--- config.mk ---
export PLATFORM = sky130hd
export DESIGN_NAME = i2c_irq_unit
export DESIGN_NICKNAME = d
export VERILOG_FILES = /design/src/rtl/i2c_irq_pkg.sv /design/src/rtl/irq_bit_cell.sv /design/src/rtl/irq_abort_capture.sv /design/src/rtl/irq_reg_decode.sv /design/src/rtl/i2c_irq_unit.sv
export SDC_FILE = /design/constraint.sdc
export NUM_CORES = 1
export LEC_CHECK = 0
export BUFFER_PORTS_ARGS = -buffer_cell sky130_fd_sc_hd__buf_2
export CELL_PAD_IN_SITES_DETAIL_PLACEMENT = 2
export CELL_PAD_IN_SITES_GLOBAL_PLACEMENT = 2
export CORE_UTILIZATION = 29
export CTS_CLUSTER_DIAMETER = 200
export CTS_CLUSTER_SIZE = 25
export DETAILED_ROUTE_END_ITERATION = 16
export PLACE_DENSITY = 0.82
export SYNTH_ARGS = -nofsm -noshare
export SYNTH_HDL_FRONTEND = slang
export SYNTH_SLANG_ARGS = --single-unit
--- constraint.sdc ---
create_clock -name clk -period 2.1 [get_ports clk]
set_input_delay 0.315 -clock clk [delete_from_list [all_inputs] [get_ports clk]]
set_output_delay 0.315 -clock clk [all_outputs]
set_load 0.005 [all_outputs]
--- src/rtl/i2c_irq_pkg.sv ---
package i2c_irq_pkg;
  localparam int NSRC      = 12;
  localparam int ABORT_W   = 13;
  localparam int ABORT_BIT = 6;
  localparam logic [NSRC-1:0]    LEVEL_BITS  = 12'h014;
  localparam logic [NSRC-1:0]    MASK_DEF    = 12'h254;
  localparam logic [ABORT_W-1:0] ABORT_VALID = 13'h1EBF;
  localparam int A_MASKED   = 0;
  localparam int A_MASK     = 1;
  localparam int A_RAW      = 2;
  localparam int A_ABORT    = 3;
  localparam int A_CLR_ALL  = 4;
  localparam int A_CLR_BASE = 8;
endpackage

--- src/rtl/irq_bit_cell.sv ---
module irq_bit_cell #(
  parameter bit IS_LEVEL = 1'b0
) (
  input  logic clk,
  input  logic rst,
  input  logic src,
  input  logic clr,
  output logic q
);
  generate
    if (IS_LEVEL) begin : g_level
      logic unused_clr;
      assign unused_clr = clr;
      always_ff @(posedge clk) begin
        if (rst) q <= 1'b0;
        else     q <= src;
      end
    end else begin : g_sticky
      always_ff @(posedge clk) begin
        if (rst)      q <= 1'b0;
        else if (src) q <= 1'b1;
        else if (clr) q <= 1'b0;
      end
    end
  endgenerate
endmodule

--- src/rtl/irq_abort_capture.sv ---
module irq_abort_capture #(
  parameter int          W     = 13,
  parameter logic [W-1:0] VALID = '1
) (
  input  logic         clk,
  input  logic         rst,
  input  logic         cap,
  input  logic [W-1:0] why,
  input  logic         clr,
  output logic [W-1:0] q
);
  logic [W-1:0] base;
  assign base = clr ? '0 : q;

  always_ff @(posedge clk) begin
    if (rst)      q <= '0;
    else if (cap) q <= base | (why & VALID);
    else          q <= base;
  end
endmodule

--- src/rtl/irq_reg_decode.sv ---
module irq_reg_decode
  import i2c_irq_pkg::*;
#(
  parameter int              ADDR_W    = 5,
  parameter int              DATA_W    = 32,
  parameter logic [NSRC-1:0] MASK_INIT = MASK_DEF
) (
  input  logic                clk,
  input  logic                rst,
  input  logic                rd,
  input  logic                wr,
  input  logic [ADDR_W-1:0]   addr,
  input  logic [DATA_W-1:0]   wdata,
  input  logic [NSRC-1:0]     raw,
  input  logic [ABORT_W-1:0]  abort,
  output logic [NSRC-1:0]     clr_vec,
  output logic                clr_abort,
  output logic [NSRC-1:0]     mask_q,
  output logic [DATA_W-1:0]   rdata
);
  logic hit_all;
  assign hit_all = rd && (addr == ADDR_W'(A_CLR_ALL));

  for (genvar i = 0; i < NSRC; i++) begin : g_clr
    localparam logic [ADDR_W-1:0] CA = ADDR_W'(A_CLR_BASE + i);
    assign clr_vec[i] = hit_all || (rd && (addr == CA));
  end

  assign clr_abort = clr_vec[ABORT_BIT];

  always_ff @(posedge clk) begin
    if (rst)
      mask_q <= MASK_INIT;
    else if (wr && (addr == ADDR_W'(A_MASK)))
      mask_q <= wdata[NSRC-1:0];
  end

  logic [DATA_W-1:0] rmux;
  always_comb begin
    rmux = '0;
    if (addr == ADDR_W'(A_MASKED))     rmux = DATA_W'(raw & mask_q);
    else if (addr == ADDR_W'(A_MASK))  rmux = DATA_W'(mask_q);
    else if (addr == ADDR_W'(A_RAW))   rmux = DATA_W'(raw);
    else if (addr == ADDR_W'(A_ABORT)) rmux = DATA_W'(abort);
  end

  always_ff @(posedge clk) begin
    if (rst)     rdata <= '0;
    else if (rd) rdata <= rmux;
    else         rdata <= '0;
  end
endmodule

--- src/rtl/i2c_irq_unit.sv ---
module i2c_irq_unit
  import i2c_irq_pkg::*;
#(
  parameter int              ADDR_W    = 5,
  parameter int              DATA_W    = 32,
  parameter logic [NSRC-1:0] MASK_INIT = MASK_DEF
) (
  input  logic                clk,
  input  logic                rst,
  input  logic                rd,
  input  logic                wr,
  input  logic [ADDR_W-1:0]   addr,
  input  logic [DATA_W-1:0]   wdata,
  output logic [DATA_W-1:0]   rdata,
  input  logic [NSRC-1:0]     src_in,
  input  logic [ABORT_W-1:0]  abort_why,
  output logic                irq
);
  logic [NSRC-1:0]    raw_q;
  logic [NSRC-1:0]    mask_q;
  logic [NSRC-1:0]    clr_vec;
  logic               clr_abort;
  logic [ABORT_W-1:0] abort_q;

  for (genvar i = 0; i < NSRC; i++) begin : g_src
    irq_bit_cell #(.IS_LEVEL(LEVEL_BITS[i])) u_cell (
      .clk (clk),
      .rst (rst),
      .src (src_in[i]),
      .clr (clr_vec[i]),
      .q   (raw_q[i])
    );
  end

  irq_abort_capture #(.W(ABORT_W), .VALID(ABORT_VALID)) u_abort (
    .clk (clk),
    .rst (rst),
    .cap (src_in[ABORT_BIT]),
    .why (abort_why),
    .clr (clr_abort),
    .q   (abort_q)
  );

  irq_reg_decode #(.ADDR_W(ADDR_W), .DATA_W(DATA_W), .MASK_INIT(MASK_INIT)) u_dec (
    .clk       (clk),
    .rst       (rst),
    .rd        (rd),
    .wr        (wr),
    .addr      (addr),
    .wdata     (wdata),
    .raw       (raw_q),
    .abort     (abort_q),
    .clr_vec   (clr_vec),
    .clr_abort (clr_abort),
    .mask_q    (mask_q),
    .rdata     (rdata)
  );

  always_ff @(posedge clk) begin
    if (rst) irq <= 1'b0;
    else     irq <= |(raw_q & mask_q);
  end
endmodule

==> run metrics, run 1 <==
Pre-Repair DR Iteration Count=4; Post-synth EDFFs=0; Worst Reg-to-Reg Cells=3; # nets final=354; Via-to-Cell Ratio=5.02; Starting DRT DRC Count=61; Setup violations, final=0; r2r startpoint=g_src[3].u_cell.q; worst hold slack=0.211 ns; flops & latches, synth=49; Mean Syn Cell Area=9.61 um^2; largest net degree at the start of global routing=24; peak supply drop=0.244 mV; Final Instance Area=2650 um^2; Finished Core Util=36.0%; crit start category=input port; share of layout cells above drive strength 1=26.6%; fillers=867; most common cell after layout, fill and taps aside=buf_2; WL/cell=18.5 um; Die Ht=90.1 um; Reg area=981 um^2; Die X=90.1 um; critical path startpoint=rst; insertion delay to the later sink of the worst-skew pair=0.30 ns; critical path peak fanout=19; # rows=31; die area=8110 um^2; remaining antenna violation count after routing=0; HPWL Detailed=5120 um; vias in the first global route=2238; max cap viols=0; async set-reset flop share out of synthesis=0%; Max-slew headroom=21.1%; status=finished, final reports clean; Synth cell types=42; min cycle time layout=1.53 ns; Power Density=701 nW/um^2; Setup crit end kind=flip-flop; flop2flop setup slack=1.08 ns; Worst Tran Pin Value=1.18 ns; skew final=0.00845 ns; DP Area=2550 um^2; Critical Path RT=2.35 ns; Layout area overhead=17.9%; via count=1947; CTS resizes=0; Crit Path Category=input port to flip-flop; CP endpoint=u_abort.q[1]; Initial Utilization=30.5%; htree depth=2; total congestion overflow=0; Final Hold Viols=0; Mapped Cells=234; most frequent cells in the layout=buf_2, dfxtp_1, nand2_1; top cell type by total area after synthesis=dfxtp_1; synth warn=0; power consumption=1.86 mW; WL final=7170 um; fin crit share=72.9%; RSZ-0062 raised after global routing=no; clock root buffer=clkbuf_8; RR Endpoint=irq; cell area after synthesis=2250 um^2; fin. max-slew vios=0; clk buf depth=2; CTS clk-pin slew, worst paths=0.09 ns; sequential fraction of the synthesis area=43.6%; Tightest Hold Check Type=input port to flip-flop; first-pass GRT wire length=11700 um; IO buf count=57; CTS Hold Bufs=0; initial antenna violation count=0; area of the multi-input gates=1090 um^2; core box area=7370 um^2; fmax=654 MHz; diodes inserted=0; Top Ports=99; Final GP Congestion=0.756; CTS Sinks=49; Lkg Pwr=1.14 nW; critical path arrival=1.78 ns; Post-synth top flop=dfxtp_1; detailed-route DRC error count=0; CTS Buf Count=5; postcts setup bufs=0; top cell type's share of synthesized area=43.6%; TNS Setup=0 ns; Area contributors post-synth=dfxtp_1, buf_4, o2111a_1; GRT Util Overall=18.4%; CTS tree=yes
==> routing by layer <==
layer,wire [um],part of all wire [%],track usage (%),vias to the layer above
met2,3530,49,31.9,60
met1,3140,44,22.4,946
li1,-,-,-,928
met5,0,0,0,-
met3,328,4.6,3.81,13
met4,159,2.2,6.32,0
==> kinds of logic after synthesis <==
logic type	share of synthesized area, %
flops	43.6
compound gates	22.6
other cells	0.167
xor+xnor	0.779
simple gates	17.6
mux	4.45
buf+inv	10.7
==> report_power, final <==
part | leakage [nW] | total, mW | switching, mW | internal, mW
clock | 0.0542 | 0.620 | 0.321 | 0.299
combinational | 0.687 | 0.232 | 0.135 | 0.0971
sequential | 0.402 | 1.01 | 0.0329 | 0.973
total | 1.14 | 1.86 | 0.489 | 1.37
==> per-stage QoR <==
| step | instances | worst slack, ns |
|---|---|---|
| 2_1_floorplan | 252 | 0.698 |
| 3_3_place_gp | 380 | 0.343 |
| 3_5_place_dp | 380 | 0.266 |
| 4_1_cts | 388 | 0.586 |
| 5_1_grt | 388 | 0.462 |
| 6_report | 388 | 0.570 |
==> Yosys cell counts, drive strengths merged, types with 2 or more instances <==
cell     instances
dfxtp           49
buf             29
nand2           24
nand3           18
o21ai           15
a22o            11
mux2i           10
o2111a          10
a21oi            9
o2bb2ai          8
clkbuf           6
and3             5
a211o            4
and4             3
nand2b           3
nor2b            3
inv              2
nor3b            2
o22ai            2
o31ai            2
or3              2
or4bb            2
==> worst min path at each step <==
stage	slack, ns	to	depth (start not counted)	from
after CTS	0.21	g_src[7].u_cell.q	2	src_in[7]
final	0.21	g_src[7].u_cell.q	2	src_in[7]
after floorplan	0.43	g_src[10].u_cell.q	1	src_in[10]
after detailed placement	0.46	u_abort.q[7]	1	u_abort.q[7]
after global routing	0.20	g_src[7].u_cell.q	2	src_in[7]
after global placement	0.45	u_abort.q[12]	1	u_abort.q[12]
==> registers in the layout, indices dropped and copies added, names as in the netlist <==
signal / count
g_src.u_cell.q: 12
irq: 1
u_abort.q: 11
u_dec.mask_q: 12
u_dec.rdata: 13
==> final cells by class <==
| class | count | share of cell area [%] |
|---|---|---|
| Timing Repair Buffer | 64 | 12.7 |
| Inverter | 3 | 0.425 |
| Tap cell | 99 | 4.67 |
| Multi-Input combinational cell | 165 | 41.3 |
| Sequential cell | 49 | 37.0 |
| Clock inverter | 1 | 0.189 |
| Clock buffer | 7 | 3.64 |
==> worst max-delay path, stage by stage <==
cell	delay, ns
buf_2	0.23
nor2b_1	0.95
a22o_1	0.29
(Power assumes the default switching activity.)
==> run 2, diff against run 1 <==
--- a/config.mk
+++ b/config.mk
@@ -8,11 +8,11 @@
 export BUFFER_PORTS_ARGS = -buffer_cell sky130_fd_sc_hd__buf_2
 export CELL_PAD_IN_SITES_DETAIL_PLACEMENT = 2
 export CELL_PAD_IN_SITES_GLOBAL_PLACEMENT = 2
-export CORE_UTILIZATION = 29
+export CORE_UTILIZATION = 24
 export CTS_CLUSTER_DIAMETER = 200
 export CTS_CLUSTER_SIZE = 25
 export DETAILED_ROUTE_END_ITERATION = 16
-export PLACE_DENSITY = 0.82
+export PLACE_DENSITY = 0.72
 export SYNTH_ARGS = -nofsm -noshare
 export SYNTH_HDL_FRONTEND = slang
 export SYNTH_SLANG_ARGS = --single-unit
==> constraint.sdc (replaced) <==
create_clock -name clk -period 1.3 [get_ports clk]
set_input_delay 0.195 -clock clk [delete_from_list [all_inputs] [get_ports clk]]
set_output_delay 0.195 -clock clk [all_outputs]
set_load 0.005 [all_outputs]
==> run 2 against run 1 <==
Against the previous run: combinational power grew 86%; first-iteration DRC count shrank 39%; die area grew 20%; routed wire length is essentially flat; sequential power grew 60%; critical endpoint is now u_abort.q[3]; largest cell class unchanged.
==> run metrics, run 2 (synthesis results as in run 1) <==
Worst Reg-to-Reg Cells=3 (unchanged); GRT Util Overall=15.6% (-2.8 points); Lkg Pwr=1.23 nW (+7.8%); clk buf depth=2 (unchanged); critical path arrival=1.37 ns (-0.41 ns); Setup crit end kind=flip-flop; crit path cell chain=buf_2 > nor2b_1 > a22o_1; Final GP Congestion=0.808 (+6.9%); most common cell after layout, fill and taps aside=buf_2; Tightest Hold Check Type=input port to flip-flop; diodes inserted=0 (unchanged); flop2flop setup slack=0.27 ns (-0.81 ns); DP Area=2730 um^2 (+7.0%); vias in the first global route=2182 (-2.5%); RSZ-0062 raised after global routing=no; Critical Path RT=1.55 ns (-0.80 ns); total congestion overflow=0 (unchanged); HPWL Detailed=5540 um (+8.1%); remaining antenna violation count after routing=0 (unchanged); Max-slew headroom=29.8% (+8.7 points); Setup violations, final=0 (unchanged); die area=9760 um^2 (+20%); crit start category=input port; Final Worst Setup Slack=0.183 ns (-0.387 ns); initial antenna violation count=0 (unchanged); Biggest register=u_dec.rdata; critical path peak fanout=12 (-7); Die X=98.8 um (+9.7%); WL/cell=17.2 um (-6.7%); CTS Hold Bufs=0 (unchanged); insertion delay to the later sink of the worst-skew pair=0.31 ns (about the same); biggest regs=u_dec.rdata x13, g_src.u_cell.q x12, u_dec.mask_q x12; pre-CTS worst setup slack=-0.221 ns (-0.487 ns); fin. max-slew vios=0 (unchanged); Worst Tran Pin Value=1.05 ns (-0.130 ns); Power Density=1050 nW/um^2 (+50%); peak supply drop=0.434 mV (+78%); CP max stage cell=nor2b_1; detailed-route DRC error count=0 (unchanged); share of layout cells above drive strength 1=31.2% (+4.5 points); clock root buffer=clkbuf_8; WL final=7170 um (about the same); core box area=8890 um^2 (+21%); status=finished, final reports clean; CP max stage delay=0.79 ns (-0.16 ns); r2r startpoint=u_dec.mask_q[9]; power consumption=2.96 mW (+59%); # rows=34 (+9.7%); Crit Path Category=input port to flip-flop; Crit path max-delay family=simple AND/OR/NAND/NOR gates; fmax=895 MHz; max cap viols=0 (unchanged); RR Endpoint=irq; CTS Sinks=49 (unchanged); Final Instance Area=2810 um^2 (+6.2%); first-pass GRT wire length=11800 um (+0.17%); via count=2024 (+4.0%); Final Hold Viols=0 (unchanged); CTS clk-pin slew, worst paths=0.09 ns (about the same); Pre-Repair DR Iteration Count=4 (unchanged); Hold Startpoint=src_in[7]; postcts setup bufs=0 (unchanged); min cycle time layout=1.12 ns; # nets final=373 (+5.4%); fin crit share=85.9%; skew final=0.00477 ns (-0.00368 ns); Layout area overhead=25.2%; fillers=1045 (+21%); Die Ht=98.8 um (+9.7%); IO buf count=57 (unchanged); Initial Utilization=25.3% (-5.2 points); Buf+Inv Stages, Crit Path=1 (unchanged); Hold Path Depth=2 (unchanged); CTS resizes=0 (unchanged); CTS Buf Count=5 (unchanged); Top Ports=99 (unchanged); Via-to-Cell Ratio=4.87 (-3.0%); htree depth=2 (unchanged); Starting DRT DRC Count=37 (-39%); CTS tree=yes; hold path endpoint=g_src[7].u_cell.q; Largest register FFs=13 (unchanged); largest net degree at the start of global routing=16 (-33%); most frequent cells in the layout=buf_2, dfxtp_1, nand2_1, buf_4, conb_1
==> run 2: cell count changes in the layout (fill, tap and decap cells not counted), sizes merged <==
cell	delta
buf	+19
clkinvlp	+1
clkinv	+1
clkbuf	-2
==> run 2: worst max path at each step <==
stage,startpoint,slack [ns],to,cells after the start
2_1_floorplan,addr[3],0.02,u_abort.q[10],5
3_3_place_gp,rst,-0.16,u_abort.q[9],3
3_5_place_dp,rst,-0.22,u_abort.q[1],3
4_1_cts,rst,0.10,u_abort.q[3],3
5_1_grt,rst,0.06,u_abort.q[11],3
6_report,rst,0.18,u_abort.q[3],3
==> run 2: final cells by class <==
| type | count | area (um^2) | area share (%) |
|---|---|---|---|
| clock buffer | 5 | 68.8 | 2.45 |
| clock inverter | 3 | 17.5 | 0.622 |
| inverter | 3 | 11.3 | 0.400 |
| multi-input combinational | 165 | 1090 | 38.9 |
| sequential | 49 | 981 | 34.9 |
| tap | 108 | 135 | 4.80 |
| timing repair buffer | 83 | 505 | 18.0 |
==> run 2: routing by layer <==
layer | GRT usage [%] | vias up | share of wire [%]
met1 | 19.1 | 990 | 44
met3 | 2.62 | 9 | 4.0
met4 | 4.36 | 0 | 1.6
met5 | 0 | - | 0
met2 | 27.9 | 54 | 51
li1 | - | 971 | -
==> run 2: worst reg2reg max path: cells and delay by family, from the launching register on <==
| kind | cells | cell delay (ns) |
|---|---|---|
| AO/OA/AOI/OAI | 1 | 0.21 |
| flip-flops | 1 | 0.42 |
| AND/OR/NAND/NOR | 2 | 0.31 |
==> run 2: through the flow <==
stage / TNS [ns] / hold slack, ns / cells / util, %
floorplan: 0 / 0.312 / 252 / -
global placement: -2.80 / 0.406 / 408 / 30.7
detailed placement: -4.46 / 0.407 / 408 / 30.7
CTS: 0 / 0.0829 / 416 / 31.6
global route: 0 / 0.0900 / 416 / 31.6
finish: 0 / 0.0894 / 416 / 31.6
==> run 2: where the power goes <==
group,leakage [nW],switching [mW],internal [mW]
Clock,0.0439,0.534,0.373
Combinational,0.787,0.227,0.204
Sequential,0.402,0.0495,1.57
Total,1.23,0.810,2.15
==> run 3, diff against run 2 <==
--- a/config.mk
+++ b/config.mk
@@ -12,7 +12,7 @@
 export CTS_CLUSTER_DIAMETER = 200
 export CTS_CLUSTER_SIZE = 25
 export DETAILED_ROUTE_END_ITERATION = 16
-export PLACE_DENSITY = 0.72
+export PLACE_DENSITY_LB_ADDON = 0.08
 export SYNTH_ARGS = -nofsm -noshare
 export SYNTH_HDL_FRONTEND = slang
 export SYNTH_SLANG_ARGS = --single-unit
==> run 3 against run 2 <==
Against the previous run: global-route usage up 0.50 points; sequential power about the same; largest power group unchanged; highest routed layer unchanged; flip-flop and latch count unchanged; non-clock buffer count up 4; critical path type unchanged; clock power up 26%; total power up 8.7%; routed wire length up 3.0%; hold slack better by 0.0024 ns; via count up 0.30%; clock-buffer cell count up 2; maximum frequency up 0.58%.
==> run metrics, run 3 (synthesis results as in run 1) <==
detailed-route DRC error count=0 (unchanged); Top Ports=99 (unchanged); Pre-Repair DR Iteration Count=4 (unchanged); Starting DRT DRC Count=59 (+59%); fmax=900 MHz (+0.58%); postcts setup bufs=0 (unchanged); die area=9760 um^2 (unchanged); initial antenna violation count=0 (unchanged); Die X=98.8 um (unchanged); insertion delay to the later sink of the worst-skew pair=0.30 ns (about the same); fillers=1015 (-2.9%); critical path peak fanout=12 (unchanged); crit start category=input port; vias in the first global route=2196 (+0.64%); CTS Sinks=49 (unchanged); most frequent cells in the layout=buf_2, dfxtp_1, buf_4; area of the multi-input gates=1090 um^2 (unchanged); remaining antenna violation count after routing=0 (unchanged); diodes inserted=0 (unchanged); Biggest register=u_dec.rdata; CTS clk-pin slew, worst paths=0.09 ns (about the same); Final Hold Viols=0 (unchanged); Final Non-Filler Cells=420 (+0.96%); TNS Setup=0 ns (unchanged); critical path arrival=1.36 ns (about the same); skew final=0.00561 ns (+0.000835 ns); fin crit share=85.4% (-0.49 points); fin. max-slew vios=0 (unchanged); IO buf count=57 (unchanged); Crit Path Category=input port to flip-flop; core box area=8890 um^2 (unchanged); htree depth=2 (unchanged); largest net degree at the start of global routing=15 (-1); Setup crit end kind=flip-flop; min cycle time layout=1.11 ns (-0.00642 ns); GRT Util Overall=16.1% (+0.50 points); WL/cell=17.6 um (+2.0%); most common cell after layout, fill and taps aside=buf_2; CTS tree=yes; peak supply drop=0.413 mV (-4.8%); dpl cells=412 (+0.98%); Die Ht=98.8 um (unchanged); Critical Path RT=1.54 ns (about the same); Layout area overhead=28.4%; via count=2030 (+0.30%); Largest register FFs=13 (unchanged); RSZ-0062 raised after global routing=no; Power Density=1110 nW/um^2 (+5.9%); HPWL Detailed=5670 um (+2.5%); CTS resizes=0 (unchanged); Initial Utilization=25.3% (unchanged); Worst Tran Pin Value=1.03 ns (-0.0154 ns); total congestion overflow=0 (unchanged); CTS Buf Count=5 (unchanged); status=finished, final reports clean; clk buf depth=2 (unchanged); # rows=34 (unchanged); Reg area=981 um^2 (unchanged); CTS Hold Bufs=0 (unchanged); clock root buffer=clkbuf_8; Tightest Hold Check Type=input port to flip-flop; WL final=7380 um (+3.0%); max cap viols=0 (unchanged); # nets final=377 (+1.1%); Via-to-Cell Ratio=4.83 (-0.66%); biggest regs=u_dec.rdata x13, g_src.u_cell.q x12, u_dec.mask_q x12; share of layout cells above drive strength 1=31.7% (+0.56 points); first-pass GRT wire length=11900 um (+1.6%); Setup violations, final=0 (unchanged); Final GP Congestion=0.758 (-6.2%); Lkg Pwr=1.27 nW (+3.2%); Max-slew headroom=30.9% (+1.0 points)
==> run 3: changes by cell type in the layout (fill, tap and decap cells not counted), sizes merged <==
cell      change
clkbuf        +2
clkinv        -2
clkinvlp      -1
buf           +4
bufinv        +1
==> run 3: cell type report <==
type	instances	area share [%]
multi-input cells	165	37.9
flip-flops and latches	49	34.0
repair buffers	87	19.0
well taps	108	4.68
clock buffers	7	2.99
clock inverters	1	1.04
inverters	3	0.390
==> run 3: routing by layer <==
metal | global-route usage [%] | share of wire [%] | vias up | routed length [um]
li1 | - | - | 977 | -
met4 | 4.59 | 1.2 | 0 | 90
met1 | 20.5 | 46 | 996 | 3390
met5 | 0 | 0 | - | 0
met2 | 27.8 | 49 | 53 | 3610
met3 | 2.84 | 4.1 | 4 | 299
==> run 3: worst max-delay path, stage by stage <==
cell,delay (ns)
buf_2,0.10
nor2b_1,0.78
a22o_1,0.27
==> run 3: through the flow <==
step	hold slack, ns	cell area [um^2]	power [mW]	worst slack, ns	utilization (%)
floorplan	0.312	2320	1.90	0.0177	-
finish	0.0917	2890	3.21	0.189	32.5
global placement	0.398	2770	2.11	-0.190	31.2
CTS	0.0824	2890	3.28	0.108	32.5
global route	0.0797	2890	3.36	0.0160	32.5
detailed placement	0.407	2770	2.12	-0.208	31.2
==> run 3: path summary, 6_finish.rpt <==
path	cells past startpoint	start	end	slack [ns]
setup reg to reg	3	u_dec.mask_q[9]	irq	0.33
hold / removal	2	src_in[7]	g_src[7].u_cell.q	0.09
hold reg to reg	1	u_abort.q[12]	u_abort.q[12]	0.48
setup / recovery	3	rst	u_abort.q[1]	0.19
==> run 3: report_power, final <==
| part | internal (mW) | switching [mW] | leakage (nW) |
|---|---|---|---|
| clock network | 0.628 | 0.513 | 0.0585 |
| logic | 0.218 | 0.233 | 0.812 |
| registers | 1.57 | 0.0501 | 0.402 |
